### src/rtl/rtc_pkg.sv
package rtc_pkg;
    localparam int SEC_W    = 6;
    localparam int MIN_W    = 6;
    localparam int HR_W     = 5;
    localparam int DAY_W    = 15;
    localparam int SEC_LAST = 59;
    localparam int MIN_LAST = 59;
    localparam int HR_LAST  = 23;
    localparam int DAY_LAST = 255;
    localparam int NUM_EV   = 6;
    localparam int DATA_W   = 32;
    localparam int ADDR_W   = 3;

    // event bit positions
    localparam int EV_SEC   = 0;
    localparam int EV_MIN   = 1;
    localparam int EV_HR    = 2;
    localparam int EV_DAY   = 3;
    localparam int EV_SW    = 4;
    localparam int EV_ALM   = 5;

    // register addresses
    localparam logic [ADDR_W-1:0] A_TIME  = 3'd0;
    localparam logic [ADDR_W-1:0] A_IRQEN = 3'd1;
    localparam logic [ADDR_W-1:0] A_PEND  = 3'd2;
    localparam logic [ADDR_W-1:0] A_SWCH  = 3'd3;
    localparam logic [ADDR_W-1:0] A_ALARM = 3'd4;

    typedef struct packed {
        logic [DAY_W-1:0] day;
        logic [HR_W-1:0]  hr;
        logic [MIN_W-1:0] min;
        logic [SEC_W-1:0] sec;
    } rtc_time_t;

    typedef enum logic [0:0] {
        SW_IDLE = 1'b0,
        SW_RUN  = 1'b1
    } sw_state_e;
endpackage

### src/rtl/rtc_time_counter.sv
module rtc_time_counter
    import rtc_pkg::*;
(
    input  logic      clk,
    input  logic      adv,
    input  logic      load,
    input  rtc_time_t load_val,
    output rtc_time_t time_q,
    output rtc_time_t time_next,
    output logic      roll_sec,
    output logic      roll_min,
    output logic      roll_hr
);
    always_comb begin
        roll_sec  = (time_q.sec >= SEC_W'(SEC_LAST));
        roll_min  = roll_sec && (time_q.min >= MIN_W'(MIN_LAST));
        roll_hr   = roll_min && (time_q.hr >= HR_W'(HR_LAST));
        time_next = time_q;
        if (!roll_sec) begin
            time_next.sec = time_q.sec + 1'b1;
        end else begin
            time_next.sec = '0;
            if (!roll_min) begin
                time_next.min = time_q.min + 1'b1;
            end else begin
                time_next.min = '0;
                if (!roll_hr) begin
                    time_next.hr = time_q.hr + 1'b1;
                end else begin
                    time_next.hr  = '0;
                    time_next.day = (time_q.day >= DAY_W'(DAY_LAST)) ? '0
                                                                      : time_q.day + 1'b1;
                end
            end
        end
    end

    // time is not reset: software loads it
    always_ff @(posedge clk) begin
        if (load) begin
            time_q <= load_val;
        end else if (adv) begin
            time_q <= time_next;
        end
    end
endmodule

### src/rtl/rtc_stopwatch.sv
module rtc_stopwatch
    import rtc_pkg::*;
#(
    parameter int CNT_W = 32
) (
    input  logic             clk,
    input  logic             rst_n,
    input  logic             tick,
    input  logic             load,
    input  logic [CNT_W-1:0] load_val,
    output logic [CNT_W-1:0] count,
    output logic             expire
);
    sw_state_e state_q, state_d;
    logic      last_step;

    assign last_step = (count == CNT_W'(1));

    always_ff @(posedge clk) begin
        if (!rst_n) begin
            state_q <= SW_IDLE;
        end else begin
            state_q <= state_d;
        end
    end

    always_comb begin
        state_d = state_q;
        unique case (state_q)
            SW_IDLE: if (load && load_val != '0) state_d = SW_RUN;
            SW_RUN: begin
                if (load) begin
                    state_d = (load_val != '0) ? SW_RUN : SW_IDLE;
                end else if (tick && last_step) begin
                    state_d = SW_IDLE;
                end
            end
            default: state_d = SW_IDLE;
        endcase
    end

    always_ff @(posedge clk) begin
        if (!rst_n) begin
            count <= '0;
        end else if (load) begin
            count <= load_val;
        end else if (state_q == SW_RUN && tick) begin
            count <= count - 1'b1;
        end
    end

    assign expire = (state_q == SW_RUN) && tick && !load && last_step;
endmodule

### src/rtl/rtc_irq_ctrl.sv
module rtc_irq_ctrl
    import rtc_pkg::*;
(
    input  logic              clk,
    input  logic              rst_n,
    input  logic [NUM_EV-1:0] ev,
    input  logic              en_we,
    input  logic              pend_we,
    input  logic [NUM_EV-1:0] wdata,
    output logic [NUM_EV-1:0] en_q,
    output logic [NUM_EV-1:0] pend_q,
    output logic              irq,
    output logic              wake
);
    logic [NUM_EV-1:0] clr;

    assign clr = pend_we ? wdata : '0;

    always_ff @(posedge clk) begin
        if (!rst_n) begin
            en_q   <= '0;
            pend_q <= '0;
            wake   <= 1'b0;
        end else begin
            if (en_we) en_q <= wdata;
            pend_q <= (pend_q & ~clr) | ev;
            wake   <= |(ev & en_q);
        end
    end

    assign irq = |(pend_q & en_q);
endmodule

### src/rtl/rtc_core.sv
module rtc_core
    import rtc_pkg::*;
#(
    parameter int SW_W = 32
) (
    input  logic              clk,
    input  logic              rst_n,
    input  logic              tick_1hz,
    input  logic              bus_wr,
    input  logic [ADDR_W-1:0] bus_addr,
    input  logic [DATA_W-1:0] bus_wdata,
    output logic [DATA_W-1:0] bus_rdata,
    output logic              irq,
    output logic              wake
);
    rtc_time_t         time_q, time_next;
    logic              roll_sec, roll_min, roll_hr;
    logic              wr_time, wr_en, wr_pend, wr_sw, wr_alarm;
    logic              adv;
    logic [SW_W-1:0]   sw_count;
    logic              sw_expire;
    logic [DATA_W-1:0] alarm_q;
    logic [NUM_EV-1:0] ev, en_q, pend_q;

    assign wr_time  = bus_wr && bus_addr == A_TIME;
    assign wr_en    = bus_wr && bus_addr == A_IRQEN;
    assign wr_pend  = bus_wr && bus_addr == A_PEND;
    assign wr_sw    = bus_wr && bus_addr == A_SWCH;
    assign wr_alarm = bus_wr && bus_addr == A_ALARM;
    assign adv      = tick_1hz && !wr_time;

    rtc_time_counter u_time (
        .clk       (clk),
        .adv       (adv),
        .load      (wr_time),
        .load_val  (rtc_time_t'(bus_wdata)),
        .time_q    (time_q),
        .time_next (time_next),
        .roll_sec  (roll_sec),
        .roll_min  (roll_min),
        .roll_hr   (roll_hr)
    );

    rtc_stopwatch #(.CNT_W(SW_W)) u_sw (
        .clk      (clk),
        .rst_n    (rst_n),
        .tick     (tick_1hz),
        .load     (wr_sw),
        .load_val (bus_wdata[SW_W-1:0]),
        .count    (sw_count),
        .expire   (sw_expire)
    );

    always_ff @(posedge clk) begin
        if (!rst_n) begin
            alarm_q <= '1;
        end else if (wr_alarm) begin
            alarm_q <= bus_wdata;
        end
    end

    always_comb begin
        ev         = '0;
        ev[EV_SEC] = adv;
        ev[EV_MIN] = adv && roll_sec;
        ev[EV_HR]  = adv && roll_min;
        ev[EV_DAY] = adv && roll_hr;
        ev[EV_SW]  = sw_expire;
        ev[EV_ALM] = adv && (DATA_W'(time_next) == alarm_q);
    end

    rtc_irq_ctrl u_irq (
        .clk     (clk),
        .rst_n   (rst_n),
        .ev      (ev),
        .en_we   (wr_en),
        .pend_we (wr_pend),
        .wdata   (bus_wdata[NUM_EV-1:0]),
        .en_q    (en_q),
        .pend_q  (pend_q),
        .irq     (irq),
        .wake    (wake)
    );

    always_comb begin
        bus_rdata = '0;
        case (bus_addr)
            A_TIME:  bus_rdata = DATA_W'(time_q);
            A_IRQEN: bus_rdata = DATA_W'(en_q);
            A_PEND:  bus_rdata = DATA_W'(pend_q);
            A_SWCH:  bus_rdata = DATA_W'(sw_count);
            A_ALARM: bus_rdata = alarm_q;
            default: bus_rdata = '0;
        endcase
    end
endmodule

### config.mk
export PLATFORM = sky130hd
export DESIGN_NAME = rtc_core
export DESIGN_NICKNAME = d
export VERILOG_FILES = /design/src/rtl/rtc_pkg.sv /design/src/rtl/rtc_time_counter.sv /design/src/rtl/rtc_stopwatch.sv /design/src/rtl/rtc_irq_ctrl.sv /design/src/rtl/rtc_core.sv
export SDC_FILE = /design/constraint.sdc
export NUM_CORES = 1
export LEC_CHECK = 0
export ABC_CLOCK_PERIOD_IN_PS = 6900
export BUFFER_PORTS_ARGS = -buffer_cell sky130_fd_sc_hd__buf_2
export CORE_ASPECT_RATIO = 1.1
export CORE_MARGIN = 5
export CORE_UTILIZATION = 45
export DETAILED_ROUTE_END_ITERATION = 10
export GPL_ROUTABILITY_DRIVEN = 0
export PLACE_DENSITY_LB_ADDON = 0.05
export SKIP_LAST_GASP = 1
export SLEW_MARGIN = 5
export SYNTH_ARGS = -nofsm -noshare
export SYNTH_HDL_FRONTEND = slang
export SYNTH_HIERARCHICAL = 1
export SYNTH_SLANG_ARGS = --single-unit
export TNS_END_PERCENT = 20
### constraint.sdc
create_clock -name clk -period 6.9 [get_ports clk]
set_input_delay 1.035 -clock clk [delete_from_list [all_inputs] [get_ports clk]]
set_output_delay 1.035 -clock clk [all_outputs]
set_load 0.005 [all_outputs]
Word level (Yosys, flattened, before mapping)
Cells that the tools add are included. Widths: inputs -> output; s select.

Register bits: 110. Output and inout bits: 34. Logic and storage cells: 74.

Add/sub/neg operators: 5. Order comparisons: 4. Equality and inequality tests: 6. Muxes and demuxes: 18. Bitwise gates (word level): 6. Reductions and logical operators: 25.

Operators with widths (count): $pmux 32 s5 (1); $mux 32 (4); $eq 32x1->1 const B (1); $eq 32x32->1 (1); $reduce_bool 32->1 (1); $sub 32x1->32 const B (1); $mux 15 (2); $mux 26 (1); $mux 20 (1); $and 6x6->6 (3); $mux 6 (3); $logic_and 1x1->1 (17); $add 15x1->15 const B (1); $ge 15x8->1 const B (1); $add 6x1->6 const B (2); $ge 6x6->1 const B (2); $reduce_or 6->1 (2); $eq 3x2->1 const B (2); $not 6->6 (1); $or 6x6->6 (1); $add 5x1->5 const B (1); $ge 5x5->1 const B (1); $mux 5 (1); $mux 1 (4); other kinds (7) (9).

Longest topological paths before layout
Gate-level depths: netlist of the first run.

Depth after elaboration: 10. Depth in mapped cells: 15.

Modules after synthesis
Netlist of the first run, hierarchy kept.

By module, submodules not included: rtc_core (times used 1, cells each 313, area each 2336.0 sq um, sequential area each 640.6 sq um); rtc_time_counter (times used 1, cells each 200, area each 2130.8 sq um, sequential area each 960.9 sq um); rtc_stopwatch (times used 1, cells each 226, area each 1923.1 sq um, sequential area each 660.6 sq um); rtc_irq_ctrl (times used 1, cells each 47, area each 500.5 sq um, sequential area each 260.2 sq um).

Worst setup path before layout of the first run
Ideal clock, no wire load.

Path kind: input to register. From: in bus_addr[1]. To: reg u_time/time_q[0] (netlist name). Data arrival time: 2.762 ns. Slack: 3.763 ns. Stages on the path: 8. Path through: buf_6 -> or2_1 -> buf_6 -> buf_2 -> nor2_1 -> clkbuf_1 -> clkbuf_1 -> or2_2.

Longest elaborated chain between the ends: 5.

Ends and longest elaborated chain: start, declared (line rtc_core.sv:10) `input logic [ADDR_W-1:0] bus_addr,`; $logic_not 3->1 * (line rtc_core.sv:25) `assign wr_time = bus_wr && bus_addr == A_TIME;`; $logic_and 1x1->1 * (line rtc_core.sv:25); named net wr_time (line rtc_core.sv:18) `logic wr_time, wr_en, wr_pend, wr_sw, wr_alarm;`; $logic_not 1->1 (line rtc_core.sv:30) `assign adv = tick_1hz && !wr_time;`; $logic_and 1x1->1 (line rtc_core.sv:30); $reduce_bool 2->1 (no source line) *.

The timed path passes the listed nets; every way through them passes the cells marked *. A chain may end at the register's enable or synchronous reset.

==> reports/results.ini, run 1 <==
[outcome]
status=completed

[floorplanning]
initial_core_util=0.458
core-area_um2=15100
dieHeight_um=140
placementRows=47
die_x_um=128
dieArea_um2=17900
ioPinCount=73

[cells_and_area]
final_nets=876
postLayoutCoreUtil=0.504
final_cells=1032
area_growth_pct=10.2
layout-drive-gt1-share=0.187
num_antenna_cells=0

[synth]
syn-num-nets=831
synth_area_per_cell_um2=8.77
yosys.area.top_type=dfxtp_1
async_flop_share=0
synth-main-ff-cell=dfxtp_1
synth_top_cell_area_share=0.227
syn_area_um2=6890
synth_top_cells_by_area=dfxtp_1, edfxtp_1, nand2_1, xor2_1, mux2_2
netlist_top_cells_count=nand2_1, dfxtp_1, nand3_1
syn_inst=786
yosysMostFrequentCell=nand2_1
synth_cell_types=69
yosysWarnings=6
ys_seq_area_frac=0.366
synth_edf_count=32
ys_seq_elements=110

[clock_network]
postCtsSetupBuffers=0
hold_buffers=0
cts_inserted_buffers=9
h-tree-depth=3
cts_max_path_buffers=2
cts.sinks=110
clkTransAtPathRegs_ns=0.08
clk-insertion-delay-late_ns=0.37
cts_root_buf=clkbuf_16
cts_repair_resize_count=0
cts_tree=built

[placed_design]
port_buffers=72
dp_cells=1016
place_ws_ns=2.81
dp_hpwl_um=16700

[timing]
fin_ws_ns=2.97
slew_violations=0
fmax_mhz=254
hold_viol=0
fin_worst_skew_ns=0.0104
tightestPinTransition_ns=1.19
layout_min_cycle_time_ns=3.93
slew_headroom=0.202
rsz0062_at_grt=false
finalSetupViolations=0
fin_crit_sh=0.570
final.setup.tns_ns=0
whs_ns=0.504

[min_path]
min_path_type=flip-flop to flip-flop

[global_routing]
top_usage_layer=met2
grt.met1_usage=0.317
antenna_found_initial=0
grtUsageTotal=0.257
grt_pass1_wl_um=35500
gr-usage-met3=0.0333
grt_pass1_vias=6191
met2_usage=0.447
overflow=0
grt_max_degree=70

[setup_path]
worst-r2r-setup-slack_ns=2.97
endpoint_kind=flip-flop
path_class=flip-flop to flip-flop
critPathMaxFanout=13
start_kind=flip-flop
crit_arrival_ns=4.23
worst_ep_required_time_ns=7.20

[drt]
drc=0
drt_first_pass_iters=5
vias_per_cell=6.04
ant_nets=0
vias=6234
wirelength_um=22800
wl_per_cell_um=22.1
drt_iter0_drc=642

[power_and_ir_drop]
power_leakage_uw=0.00304
power_density_nw_per_um2=212
vdd_drop_max_v=0.000124

[flow_run]
maxCapViolations=0

==> routing by layer <==
metal / part of all wire / wire [um] / vias to the layer above
met5: 0 / 0 / -
met4: 0.036 / 816 / 0
met3: 0.054 / 1240 / 42
met2: 0.50 / 11500 / 264
met1: 0.41 / 9310 / 2976
li1: - / - / 2952
==> critical path, cell delays in order, from the launching register on <==
cell and delay [ns]:
edfxtp_1 0.44, ha_1 0.34, o2111ai_4 0.23, inv_2 0.28, nand4_4 0.24, inv_2 0.33, nand3_1 0.20, o22ai_1 0.28
xor2_1 0.11, nor4_1 0.44, nand4_1 0.16, nor3_1 0.46, a22oi_1 0.15, a31oi_1 0.19
==> layout make-up <==
cell class	instances	area, um2
inverters	10	42.5
well taps	196	245
clock buffers	10	250
clock inverters	6	45.0
flip-flops and latches	110	2520
multi-input cells	623	4090
repair buffers	77	398
fillers	1491	7460
==> cells in the final DEF (no fill, tap or decap), types with 7 or more instances in the layout <==
cell,instances
a21oi_1,22
a22oi_1,18
a31oi_1,7
and2_1,13
buf_2,72
clkbuf_16,10
dfxtp_1,78
edfxtp_1,32
mux2_2,30
mux2i_1,33
nand2_1,138
nand2b_1,7
nand3_1,49
nand4_1,11
nor2_1,23
nor3_1,15
nor4_1,23
nor4_2,9
o211a_1,11
o21a_1,8
o21ai_0,48
o21ai_1,9
o22ai_1,7
o31ai_1,9
xnor2_1,27
xor2_1,39
==> per-stage QoR <==
| step | power, uW | cell area, um2 |
|---|---|---|
| 4_1_cts | 1620 | 7590 |
| 2_1_floorplan | 979 | 6890 |
| 5_1_grt | 1680 | 7590 |
| 3_3_place_gp | 1090 | 7300 |
| 3_5_place_dp | 1100 | 7300 |
| 6_report | 1610 | 7590 |
==> where the power goes <==
group | switching, uW | internal (uW) | total, uW
clock network | 258 | 269 | 527
registers | 55.9 | 712 | 768
logic | 193 | 124 | 317
total | 507 | 1100 | 1610
==> sequential cells by signal, summed over array words and instances (netlist names) <==
register / count
u_time/time_q: 32
alarm_q: 32
u_sw/state_q: 1
u_irq/pend_q: 6
u_sw/count: 32
u_irq/wake: 1
u_irq/en_q: 6
==> logic make-up (layout without fill, tap and decap cells) <==
family          after synthesis  in the layout  share of synthesized area
compound gates              161            161                      0.156
xor+xnor                     66             66                     0.0839
fa+ha+maj                     6              6                     0.0109
buf+inv                      53            103                     0.0412
flops                       110            110                      0.366
mux                          64             64                     0.0986
simple gates                326            326                      0.244
==> final timing paths <==
check	cells after the start	startpoint	to
max reg2reg	13	u_time/time_q[0]	u_irq/wake
min	2	alarm_q[7]	alarm_q[7]
min reg2reg	2	alarm_q[7]	alarm_q[7]
max	13	u_time/time_q[0]	u_irq/wake
Note: power is estimated with default switching activity, not from simulation.
==> inputs of run 2 (changes only) <==
--- a/config.mk
+++ b/config.mk
@@ -5,7 +5,8 @@
 export SDC_FILE = /design/constraint.sdc
 export NUM_CORES = 1
 export LEC_CHECK = 0
-export ABC_CLOCK_PERIOD_IN_PS = 6900
+export ABC_AREA = 1
+export ABC_CLOCK_PERIOD_IN_PS = 3200
 export BUFFER_PORTS_ARGS = -buffer_cell sky130_fd_sc_hd__buf_2
 export CORE_ASPECT_RATIO = 1.1
 export CORE_MARGIN = 5
==> constraint.sdc (replaced) <==
create_clock -name clk -period 3.2 [get_ports clk]
set_input_delay 0.48 -clock clk [delete_from_list [all_inputs] [get_ports clk]]
set_output_delay 0.48 -clock clk [all_outputs]
set_load 0.005 [all_outputs]
==> reports/results.ini, run 2 <==
[synth]
synth_top_cell_area_share=0.218  ; -0.00847
async_flop_share=0  ; unchanged
syn_area_um2=7640  ; +11%
synth_edf_count=32  ; unchanged
synth_top_cells_by_area=nand2_1, dfxtp_1, edfxtp_1, inv_1, nor2_1
synth-main-ff-cell=dfxtp_1
yosys.area.top_type=nand2_1
synth_cell_types=37  ; -46%
yosysWarnings=6  ; unchanged
yosysMostFrequentCell=nand2_1
ys_seq_elements=110  ; unchanged
syn_inst=1231  ; +57%
syn-num-nets=1276  ; +54%
synth_area_per_cell_um2=6.21  ; -29%
netlist_top_cells_count=nand2_1, inv_1, nor2_1
ys_seq_area_frac=0.330  ; -0.0359

[setup_path]
path_delay_family=simple AND/OR/NAND/NOR gates
critPathMaxStageDelay_ns=0.40  ; -0.06 ns
worstPathCellList=ha_1 -> nor2_1 -> nor2_4 -> nand2_4 -> nor2_8 -> nand3_1 -> nand2_1 -> nand2_1 -> inv_1 -> inv_1 -> nand2_1 -> o21ai_0 -> nor2_1 -> nand2_1 -> nor2_1 -> nand3_1 -> nor2_1 -> nand2_1 -> nand2_1 -> inv_1 -> a21oi_1
crit_arrival_ns=3.17  ; -1.06 ns
cpMostUsedCell=nand2_1
path_class=flip-flop to flip-flop
endpoint_kind=flip-flop
cp.buffers_inverters=3  ; +1
start_kind=flip-flop
critPathMaxFanout=13  ; unchanged
worst_ep_required_time_ns=3.49  ; -3.71 ns
cp_slowest_cell=edfxtp_1

[global_routing]
grt_pass1_vias=7064  ; +14%
grt_max_degree=41  ; -41%
grtUsageTotal=0.260  ; +0.00303
antenna_found_initial=0  ; unchanged
overflow=0  ; unchanged
grt_pass1_wl_um=40000  ; +13%

[timing]
hold_viol=0  ; unchanged
layout_min_cycle_time_ns=2.88  ; -1.05 ns
fin_worst_skew_ns=0.00812  ; -0.00225 ns
slew_violations=0  ; unchanged
rsz0062_at_grt=false
final.setup.tns_ns=0  ; unchanged
fin_crit_sh=0.900  ; +0.331
slew_headroom=0.409  ; +0.207
tightestPinTransition_ns=0.886  ; -0.308 ns
finalSetupViolations=0  ; unchanged
fmax_mhz=347  ; +36%

[power_and_ir_drop]
vdd_drop_max_v=0.000315  ; +150%
power_density_nw_per_um2=449  ; +110%
power_leakage_uw=0.00421  ; +38%

[clock_network]
hold_buffers=0  ; unchanged
cts_repair_resize_count=0  ; unchanged
cts.sinks=110  ; unchanged
h-tree-depth=3  ; unchanged
cts_max_path_buffers=2  ; unchanged
clk-insertion-delay-late_ns=0.36  ; about the same
cts_tree=built
clkTransAtPathRegs_ns=0.08  ; about the same
cts_root_buf=clkbuf_16
cts_inserted_buffers=9  ; unchanged

[floorplanning]
dieArea_um2=19700  ; +10%
dieHeight_um=147  ; +4.9%
core-area_um2=16800  ; +12%
die_x_um=134  ; +4.9%
placementRows=50  ; +6.4%
initial_core_util=0.454  ; -0.00372
ioPinCount=73  ; unchanged

[cells_and_area]
final_nets=1333  ; +52%
postLayoutCoreUtil=0.504  ; -0.000845
mostFrequentLayoutCells=nand2_1, inv_1, nor2_1, dfxtp_1, nand3_1
layout-drive-gt1-share=0.110  ; -0.0768
final_common_cell=nand2_1
num_antenna_cells=0  ; unchanged
reg_top3=alarm_q: 32 flops, u_sw/count: 32 flops, u_time/time_q: 32 flops
area_growth_pct=10.9

[flow_run]
maxCapViolations=0  ; unchanged

[drt]
wirelength_um=25800  ; +13%
drc=0  ; unchanged
drt_first_pass_iters=7  ; +2
wl_per_cell_um=17.2  ; -22%
drt_iter0_drc=704  ; +9.7%
ant_nets=0  ; unchanged
vias_per_cell=5.25  ; -13%
vias=7884  ; +26%

[placed_design]
dp_hpwl_um=19700  ; +18%
port_buffers=72  ; unchanged

[outcome]
status=completed

[min_path]
min_path_type=input port to flip-flop

run 2: changes by cell type in the layout (fill, tap and decap cells not counted), moves of 22 or more:
cell,before,now
mux2_2,30,0
mux2i_1,33,0
nor2_1,23,117
nor4_1,23,1
nand2_1,138,444
a21oi_1,22,48
xor2_1,39,12
nand3_1,49,74
o211ai_1,1,38
inv_1,6,187
run 2: logic make-up (layout without fill, tap and decap cells):
logic type,Yosys count,after routing,share of synthesized area
AOI/OAI and AO/OA,173,173,0.134
xor gates and xnor gates,20,20,0.0229
adders and majority gates,6,6,0.00983
buffers and inverters,233,295,0.123
DFF,110,110,0.330
and+or+nand+nor,689,689,0.380
run 2: final cells by class:
| class | instances | area (um2) |
|---|---|---|
| inverters | 195 | 732 |
| flip-flops and latches | 110 | 2520 |
| clock inverters | 2 | 36.3 |
| repair buffers | 84 | 450 |
| fillers | 1805 | 8350 |
| multi-input cells | 888 | 4190 |
| clock buffers | 14 | 285 |
| well taps | 208 | 260 |
run 2: worst paths after layout:
kind                                       start     endpoint  slack (ns)  depth (start not counted)
worst min-delay path               bus_wdata[25]  alarm_q[25]        0.37                          3
worst min register to register       alarm_q[12]  alarm_q[12]        0.50                          2
worst max register to register  u_time/time_q[0]   u_irq/wake        0.32                         21
worst max-delay path            u_time/time_q[0]   u_irq/wake        0.32                         21
run 2: report_power, final:
| group | internal (uW) | leakage [uW] | switching, uW |
|---|---|---|---|
| clock network | 701 | 0.000159 | 548 |
| registers | 1530 | 0.000950 | 91.7 |
| logic | 308 | 0.00310 | 627 |
run 2: what timing repair did:
action / CTS / global route
hold endpoints to repair: 0 / 0
endpoints found under the setup margin: 0 / 1
buffers inserted: 0 / 0
run 2: per-layer routing:
| layer | vias up | global-route usage | routed length, um |
|---|---|---|---|
| met5 | - | 0 | 0 |
| met2 | 245 | 0.415 | 11800 |
| met4 | 0 | 0.0708 | 477 |
| li1 | 4009 | - | - |
| met3 | 27 | 0.0255 | 1610 |
| met1 | 3603 | 0.375 | 11900 |
run 2: worst register-to-register path, stage by stage, from the launching register on:
cell      delay [ns]
edfxtp_1        0.40
ha_1            0.23
nor2_1          0.09
nor2_4          0.28
nand2_4         0.18
nor2_8          0.23
nand3_1         0.11
nand2_1         0.09
nand2_1         0.05
inv_1           0.07
inv_1           0.04
nand2_1         0.04
o21ai_0         0.07
nor2_1          0.13
nand2_1         0.06
nor2_1          0.12
nand3_1         0.12
nor2_1          0.21
nand2_1         0.08
nand2_1         0.06
inv_1           0.03
a21oi_1         0.12
run 2: stage by stage:
step | setup WS [ns] | hold slack [ns] | cell area, um2 | cells | total power (uW)
global placement | 0.444 | 0.476 | 8150 | 1485 | 2580
floorplan | 0.939 | 0.457 | 7640 | 1231 | 2280
finish | 0.319 | 0.371 | 8480 | 1501 | 3810
detailed placement | 0.342 | 0.485 | 8150 | 1485 | 2580
global route | 0.0113 | 0.392 | 8480 | 1501 | 4020
CTS | 0.314 | 0.365 | 8480 | 1501 | 3830
